## src/rtl/isc_pkg.sv

```systemverilog
package isc_pkg;

  localparam int SRC_COUNT = 4;

  // source index inside the status, enable and test words
  typedef enum int {
    SRC_TX_WMARK = 0,
    SRC_RX_WMARK = 1,
    SRC_TX_EMPTY = 2,
    SRC_RX_OVF   = 3
  } src_idx_e;

  // byte offsets of the three words
  localparam logic [7:0] OFS_STATUS = 8'h00;
  localparam logic [7:0] OFS_ENABLE = 8'h04;
  localparam logic [7:0] OFS_TEST   = 8'h08;

  typedef enum logic [1:0] {
    SEL_NONE   = 2'd0,
    SEL_STATUS = 2'd1,
    SEL_ENABLE = 2'd2,
    SEL_TEST   = 2'd3
  } rd_sel_e;

  // next value of one status bit: set beats clear
  function automatic logic status_next(input logic cur, input logic set,
                                       input logic clr);
    if (set)      return 1'b1;
    else if (clr) return 1'b0;
    else          return cur;
  endfunction

  // zero-extend a source field to a bus word
  function automatic logic [31:0] widen(input logic [SRC_COUNT-1:0] f);
    logic [31:0] w;
    w = '0;
    w[SRC_COUNT-1:0] = f;
    return w;
  endfunction

endpackage

```

## src/rtl/isc_decode.sv

```systemverilog
module isc_decode
  import isc_pkg::*;
#(
  parameter int ADDR_W = 8
) (
  input  logic              req_i,
  input  logic              we_i,
  input  logic [ADDR_W-1:0] addr_i,
  output logic              wr_status_o,
  output logic              wr_enable_o,
  output logic              wr_test_o,
  output rd_sel_e           rd_sel_o
);

  logic hit_status, hit_enable, hit_test;

  assign hit_status = (addr_i == ADDR_W'(OFS_STATUS));
  assign hit_enable = (addr_i == ADDR_W'(OFS_ENABLE));
  assign hit_test   = (addr_i == ADDR_W'(OFS_TEST));

  assign wr_status_o = req_i && we_i && hit_status;
  assign wr_enable_o = req_i && we_i && hit_enable;
  assign wr_test_o   = req_i && we_i && hit_test;

  always_comb begin
    if (hit_status)      rd_sel_o = SEL_STATUS;
    else if (hit_enable) rd_sel_o = SEL_ENABLE;
    else if (hit_test)   rd_sel_o = SEL_TEST;
    else                 rd_sel_o = SEL_NONE;
  end

endmodule

```

## src/rtl/isc_state_bank.sv

```systemverilog
module isc_state_bank
  import isc_pkg::*;
#(
  parameter int N = 4
) (
  input  logic         clk,
  input  logic         rst_n,
  input  logic [N-1:0] set_i,
  input  logic [N-1:0] clr_i,
  output logic [N-1:0] state_o
);

  for (genvar i = 0; i < N; i++) begin : g_bit
    always_ff @(posedge clk or negedge rst_n) begin
      if (!rst_n) state_o[i] <= 1'b0;
      else        state_o[i] <= status_next(state_o[i], set_i[i], clr_i[i]);
    end
  end

endmodule

```

## src/rtl/isc_enable_reg.sv

```systemverilog
module isc_enable_reg #(
  parameter int N = 4
) (
  input  logic         clk,
  input  logic         rst_n,
  input  logic         load_i,
  input  logic [N-1:0] value_i,
  output logic [N-1:0] mask_o
);

  always_ff @(posedge clk or negedge rst_n) begin
    if (!rst_n)      mask_o <= '0;
    else if (load_i) mask_o <= value_i;
  end

endmodule

```

## src/rtl/isc_irq_drive.sv

```systemverilog
module isc_irq_drive #(
  parameter int N = 4
) (
  input  logic         clk,
  input  logic         rst_n,
  input  logic [N-1:0] state_i,
  input  logic [N-1:0] mask_i,
  output logic [N-1:0] line_o
);

  for (genvar i = 0; i < N; i++) begin : g_line
    always_ff @(posedge clk or negedge rst_n) begin
      if (!rst_n) line_o[i] <= 1'b0;
      else        line_o[i] <= state_i[i] & mask_i[i];
    end
  end

endmodule

```

## src/rtl/isc_top.sv

```systemverilog
module isc_top
  import isc_pkg::*;
#(
  parameter int DATA_W = 32,
  parameter int ADDR_W = 8
) (
  input  logic              clk,
  input  logic              rst_n,
  input  logic              bus_req,
  input  logic              bus_we,
  input  logic [ADDR_W-1:0] bus_addr,
  input  logic [DATA_W-1:0] bus_wdata,
  output logic [DATA_W-1:0] bus_rdata,
  input  logic              evt_tx_wmark,
  input  logic              evt_rx_wmark,
  input  logic              evt_tx_empty,
  input  logic              evt_rx_ovf,
  output logic              irq_tx_wmark,
  output logic              irq_rx_wmark,
  output logic              irq_tx_empty,
  output logic              irq_rx_ovf
);

  localparam int N = SRC_COUNT;

  // named internal events, also watched by the checker
  logic          wr_status, wr_enable, wr_test;
  rd_sel_e       rd_sel;
  logic [N-1:0]  hw_set, sw_clr, sw_force, any_set;
  logic [N-1:0]  state_q, enable_q, irq_q;
  logic [N-1:0]  wfield;

  assign wfield = bus_wdata[N-1:0];

  assign hw_set[SRC_TX_WMARK] = evt_tx_wmark;
  assign hw_set[SRC_RX_WMARK] = evt_rx_wmark;
  assign hw_set[SRC_TX_EMPTY] = evt_tx_empty;
  assign hw_set[SRC_RX_OVF]   = evt_rx_ovf;

  assign sw_clr   = wr_status ? wfield : '0;
  assign sw_force = wr_test   ? wfield : '0;
  assign any_set  = hw_set | sw_force;

  isc_decode #(.ADDR_W(ADDR_W)) u_dec (
    .req_i       (bus_req),
    .we_i        (bus_we),
    .addr_i      (bus_addr),
    .wr_status_o (wr_status),
    .wr_enable_o (wr_enable),
    .wr_test_o   (wr_test),
    .rd_sel_o    (rd_sel)
  );

  isc_state_bank #(.N(N)) u_state (
    .clk     (clk),
    .rst_n   (rst_n),
    .set_i   (any_set),
    .clr_i   (sw_clr),
    .state_o (state_q)
  );

  isc_enable_reg #(.N(N)) u_en (
    .clk     (clk),
    .rst_n   (rst_n),
    .load_i  (wr_enable),
    .value_i (wfield),
    .mask_o  (enable_q)
  );

  isc_irq_drive #(.N(N)) u_irq (
    .clk     (clk),
    .rst_n   (rst_n),
    .state_i (state_q),
    .mask_i  (enable_q),
    .line_o  (irq_q)
  );

  always_comb begin
    unique case (rd_sel)
      SEL_STATUS: bus_rdata = DATA_W'(widen(state_q));
      SEL_ENABLE: bus_rdata = DATA_W'(widen(enable_q));
      default:    bus_rdata = '0;
    endcase
  end

  assign irq_tx_wmark = irq_q[SRC_TX_WMARK];
  assign irq_rx_wmark = irq_q[SRC_RX_WMARK];
  assign irq_tx_empty = irq_q[SRC_TX_EMPTY];
  assign irq_rx_ovf   = irq_q[SRC_RX_OVF];

endmodule

```

## config.mk

```make
export PLATFORM = sky130hd
export DESIGN_NAME = isc_top
export DESIGN_NICKNAME = d
export VERILOG_FILES = /design/src/rtl/isc_pkg.sv /design/src/rtl/isc_decode.sv /design/src/rtl/isc_state_bank.sv /design/src/rtl/isc_enable_reg.sv /design/src/rtl/isc_irq_drive.sv /design/src/rtl/isc_top.sv
export SDC_FILE = /design/constraint.sdc
export NUM_CORES = 1
export LEC_CHECK = 0
export ABC_AREA = 1
export BUFFER_PORTS_ARGS = -buffer_cell sky130_fd_sc_hd__buf_2
export CORE_MARGIN = 10
export CORE_UTILIZATION = 36
export CTS_BUF_LIST = sky130_fd_sc_hd__clkbuf_16
export DETAILED_ROUTE_END_ITERATION = 6
export PLACE_DENSITY = 0.83
export SYNTH_ARGS = -nofsm -noshare
export SYNTH_HDL_FRONTEND = slang
export SYNTH_SLANG_ARGS = --single-unit
```

## constraint.sdc

```tcl
create_clock -name clk -period 1.35 [get_ports clk]
set_input_delay 0.405 -clock clk [delete_from_list [all_inputs] [get_ports clk]]
set_output_delay 0.405 -clock clk [all_outputs]
set_load 0.02 [all_outputs]
```

Yosys cells after proc, flatten, opt, wreduce, memory -nomap -nowiden
Cells that the tools add are included.
- register bits: 12
- input bits: 48
- output and inout bits: 36
- word-level logic and storage cells: 41
- equality and inequality tests: 4
- mux-type cells: 14
- bitwise gates (word level): 5
- reductions and logical operators: 9
- operator list (operator ; count):
    $eq 8x3->1 const B ; 1
    $eq 8x4->1 const B ; 1
    $logic_not 8->1 ; 1
    $mux 1 ; 8
    $mux 4 ; 2
    $pmux 4 s2 ; 1
    $reduce_bool 2->1 ; 4
    $mux 2 ; 3
    $and 1x1->1 ; 4
    $logic_and 1x1->1 ; 4
    $or 4x4->4 ; 1
    $eq 2x1->1 const B ; 1
    $eq 2x2->1 const B ; 1

Depth between registers and ports, before layout
- depth in word-level cells: 6
- mapped depth: 8

Hierarchy
A second synthesis with hierarchy kept.
- cell total of the unflattened synthesis: 132
- area total of the unflattened synthesis: 904.6 µm²
- modules (own cells, without submodules) (module ; times used ; cells an instance ; area an instance (µm²) ; seq. area each (µm²)):
    isc_top ; 1 ; 57 ; 356.6 ; 0.0
    isc_state_bank ; 1 ; 20 ; 160.2 ; 100.1
    isc_enable_reg ; 1 ; 17 ; 148.9 ; 100.1
    isc_irq_drive ; 1 ; 12 ; 130.1 ; 100.1
    isc_decode ; 1 ; 26 ; 108.9 ; 0.0

Worst setup path after synthesis
OpenSTA, ideal clock, no wires.
- kind: input-to-output
- from: input bus_addr[7]
- to: output bus_rdata[1]
- data arrival time: 1.146 ns
- setup slack: -0.201 ns
- stages on the path: 5
- path buffers: 0
- cell sequence: nor2_2 -> nand2_4 -> nor2_1 -> nand3_1 -> o21ai_1
- cells in the longest elaborated chain, start to end: 6
- RTL lines (what ; line ; text):
    start: declaration ; isc_top.sv:11 ; input logic [ADDR_W-1:0] bus_addr,
    $eq 8x4->1 ; isc_decode.sv:19 ; assign hit_test = (addr_i == ADDR_W'(OFS_TEST));
    $mux 2 ; isc_decode.sv:28 ; else if (hit_test) rd_sel_o = SEL_TEST;
    $mux 2 ; isc_decode.sv:27 ; else if (hit_enable) rd_sel_o = SEL_ENABLE;
    $mux 2 (*) ; isc_decode.sv:26 ; if (hit_status) rd_sel_o = SEL_STATUS;
    $eq 2x2->1 or $eq 2x1->1 (tied branches) ; isc_top.sv:79 ; unique case (rd_sel)
    $pmux 4 s2 (*) ; isc_top.sv:79 ;
    end: declaration ; isc_top.sv:13 ; output logic [DATA_W-1:0] bus_rdata,
Mark *: on every way between the ends. The rest lies on a longest branch, timed or not.

Worst setup path after layout
- from: input bus_addr[7]
- to: output bus_rdata[2]
The elaborated chain is that of the path after synthesis.

==> results.md <==
- 84 I/O pins were placed.
- For this configuration, the core starts out at a cell density of 0.391.
- The placed wire-length estimate is 1.78 mm.
- Dividing the detail-routed via count by the number of cells gives 3.98.
- Across every metal layer, demand over resource in global routing totals 0.0834.
- For this run the aggregate overflow at the end of global routing stands at 0.
- The weighted congestion reported at the end of routability-driven placement is 0.838.
- The detail-routed net length per standard cell is 10.7 µm.
- Dividing the final minimum period by the clock period gives 1.19.
- Ranked by total cell area, the synthesized netlist is headed by sky130_fd_sc_hd__dfrtp_1 34%, sky130_fd_sc_hd__buf_4 24%, sky130_fd_sc_hd__nand2_1 14%.
- By startpoint and endpoint, the worst setup path is classified as input port to output pin.
- Across all setup checks in the final design, the least slack found is -256 ps.
- The clock sink count is 12.
- The core region is 2280 µm².
- TritonCTS built the clock tree.
- The total number of yosys warnings is 0.
- The proportion of synthesized chip area in sequential cells is 0.338.
- In this run the power density over the cells is 900 nW/µm².
- CTS built an H-tree with a depth of 1.
- A synthesized cell averages 7.41 µm².
- The number of max-cap violations is 0.
- The arrival time at the worst endpoint is 1200 ps.
- The DRC marker count from the first detailed-route iteration is 35.
- Traced cell by cell, the critical path runs through buf_6 > nor2_4 > nand2_4 > nor2_4 > nand3_4 > o21ai_4 > buf_6.
- The number of buffers created by CTS is 3.
- Input and output buffers added on the ports amount to 27.
- The number of synthesized flops with an enable pin is 0.
- The power consumption is 1.10 mW.
- Once layout is complete, the utilization of the core stands at 0.535.
- The cell at the slowest stage of the critical path is sky130_fd_sc_hd__o21ai_4.
- The area growth from synthesis to layout is 37.0%.
- The number of global-route vias before repair is 797.
- The largest single stage delay on the critical path is 140 ps.
- The final reports fail on setup timing.
- Setup repair after global routing could not meet its margin everywhere.
- Across all layers, the routed design uses 737 vias.
- The most common cell in the netlist is sky130_fd_sc_hd__nand2_1.
- Clock-pin slew was measured on the worst setup and hold paths at 40 ps.
- For this run, the detailed router's first-pass iteration total came to 4.
- Counting flops and latches in the post-synthesis netlist gives 12.
- Summed over all layers, the routed wires come to 1.98 mm.
- The count of non-filler cells in the finished layout is 185.
- The post-detailed-route count of antenna-violating nets is 0.
- The nature of the critical path startpoint is an input port.
- The flow ran to the end, but the final reports show violations.
- In the routed design, unresolved DRC markers number 0.
- At the later pin of the worst-skew pair, clock insertion delay measures 240 ps.
- The total of endpoints with negative setup slack in the final report is 4.
- Counting flops with an async set or reset pin after synthesis yields a share of 1.00.
- For this run, the post-layout net count is 206.
- The critical-path maximum fanout is 3.
- The die area is 4860 µm².
- Once layout is done, the placed cells without fillers occupy 1220 µm².
- The post-synthesis cell type count is 15.
- In this run, placement finished with an instance count of 180.
- The global routing usage on met2 is 0.139.
- After floorplanning, the core was divided into 17 placement rows.
- Timing would allow up to 623 MHz.
- The worst hold path class is input port to asynchronous set/reset pin.
- The global-route wire length before repair is 3.29 mm.
- Sorting the synthesized cells by how often they occur yields 34 x sky130_fd_sc_hd__nand2_1, 28 x sky130_fd_sc_hd__buf_4, 16 x sky130_fd_sc_hd__inv_1.
- The initial antenna violation count was 0.
- The kind of cell with the highest combined delay on the critical path is simple AND/OR/NAND/NOR gates.
- The cell area after technology mapping is 890 µm².
- The prevailing post-synth register cell is sky130_fd_sc_hd__dfrtp_1.
- At the worst endpoint, the required time is 950 ps.
- Entering global routing, the biggest net connects 13 pins.
- The maximum buffer depth of the clock tree is 2.
- The share of layout cells above drive strength 1 is 0.357.
- The filler cells instantiated in the layout total 218.
- The post-place instance area is 1040 µm².
- The worst path in the final design needs a cycle of 1610 ps, including I/O delays and setup.
- The capturing element type of the critical path is an output pin.
- The diode insertion count for antenna repair is 0.
- The met1 routing resource usage after global routing is 0.0825.
- The layer flagged by global routing as most heavily used is met2.
- The die boundary width is 69.7 µm.
- The overall die height is 69.7 µm.
- The synthesized instance count is 120.
- For met3 alone, demand over resource in global routing was 0.0328.
- The worst clock skew on the final layout is 2.20 ps.
- The buffer and inverter count on the worst path is 2.
- The post-place setup slack is -369 ps.
- In this run the clock root is driven by a sky130_fd_sc_hd__clkbuf_16.
- The final hold violation count is 0.
- The share of synthesized area in the top cell type comes to 0.338.
- The maximum vdd ir drop is 0.709 mV.
- The post-synthesis cell type with the largest combined area is sky130_fd_sc_hd__dfrtp_1.
- The analysis attributes to cell leakage a power of 0.711 nW.
- The max-slew violation count is 0.
## flip-flops by register name, summed over array words and instances (netlist names)
name and flops:
u_en.mask_o 4, u_irq.line_o 4, u_state.state_o 4
## worst paths after layout
kind | end | slack [ps] | from | depth (start not counted)
setup / recovery | bus_rdata[2] | -260 | bus_addr[7] | 7
hold / removal | u_en.mask_o[1] | 30 | rst_n | 1
setup reg to reg | u_state.state_o[0] | 720 | u_state.state_o[0] | 2
max in group asynchronous | u_state.state_o[1] | 1120 | rst_n | 1
min in group clk | u_state.state_o[1] | 420 | evt_rx_wmark | 5
hold reg to reg | u_irq.line_o[2] | 490 | u_en.mask_o[2] | 2
## cells by family (layout without fill, tap and decap cells)
kind of cell	count (synthesis)	in the layout	synth area share
simple gates	60	60	0.339
buf+inv	45	55	0.308
flops	12	12	0.338
compound gates	2	2	0.0113
other cells	1	28	0.00422
## metal layers
metal,part of all wire,up-vias,wire length [µm]
met5,0,-,0
met4,0.026,0,51
met3,0.084,4,166
met2,0.50,39,988
met1,0.39,312,769
li1,-,382,-
## cells in the final DEF (no fill, tap or decap)
cell,Yosys,final
sky130_fd_sc_hd__nand2_1,34,31
sky130_fd_sc_hd__conb_1,1,28
sky130_fd_sc_hd__buf_2,0,18
sky130_fd_sc_hd__inv_1,16,16
sky130_fd_sc_hd__nand3_1,13,12
sky130_fd_sc_hd__dfrtp_1,12,12
sky130_fd_sc_hd__buf_6,0,11
sky130_fd_sc_hd__nor2_4,2,6
sky130_fd_sc_hd__nand2_2,2,5
sky130_fd_sc_hd__buf_4,28,5
sky130_fd_sc_hd__clkbuf_16,0,3
sky130_fd_sc_hd__nand3_4,0,2
sky130_fd_sc_hd__o21ai_4,0,2
sky130_fd_sc_hd__nand2_4,1,1
sky130_fd_sc_hd__nor2_2,4,1
sky130_fd_sc_hd__inv_2,1,1
sky130_fd_sc_hd__nor2_8,1,1
sky130_fd_sc_hd__nor2_1,2,1
sky130_fd_sc_hd__clkinv_1,0,1
## area by class of cell
cell class,count,area (µm²),share of cell area
clock buffer,3,75.1,0.0616
clock inverter,1,3.75,0.00308
inverter,17,63.8,0.0524
multi-input combinational,90,489,0.401
sequential,12,300,0.246
tap,28,35.0,0.0287
timing repair buffer,34,251,0.206
## where the power goes
| part | internal, mW | switching (mW) |
|---|---|---|
| registers | 0.368 | 0.00325 |
| clock network | 0.389 | 0.143 |
| logic | 0.0572 | 0.136 |
| total | 0.814 | 0.283 |
## metrics by stage
step           hold slack [ps]  setup TNS (ps)
6_report                  30.4            -945
5_1_grt                   44.1           -1220
4_1_cts                   34.0           -1010
3_5_place_dp               286           -1590
3_3_place_gp               286           -1400
2_1_floorplan              109            -259
## timing repair
| item | 4_1_cts | 5_1_grt |
|---|---|---|
| pin swaps | 5 | 7 |
| hold buffers | 0 | 0 |
| setup buffers | 1 | 0 |
| gates resized for setup | 14 | 6 |
| endpoints found under the setup margin | 4 | 4 |
No activity file was read; power rests on OpenSTA's default activity.
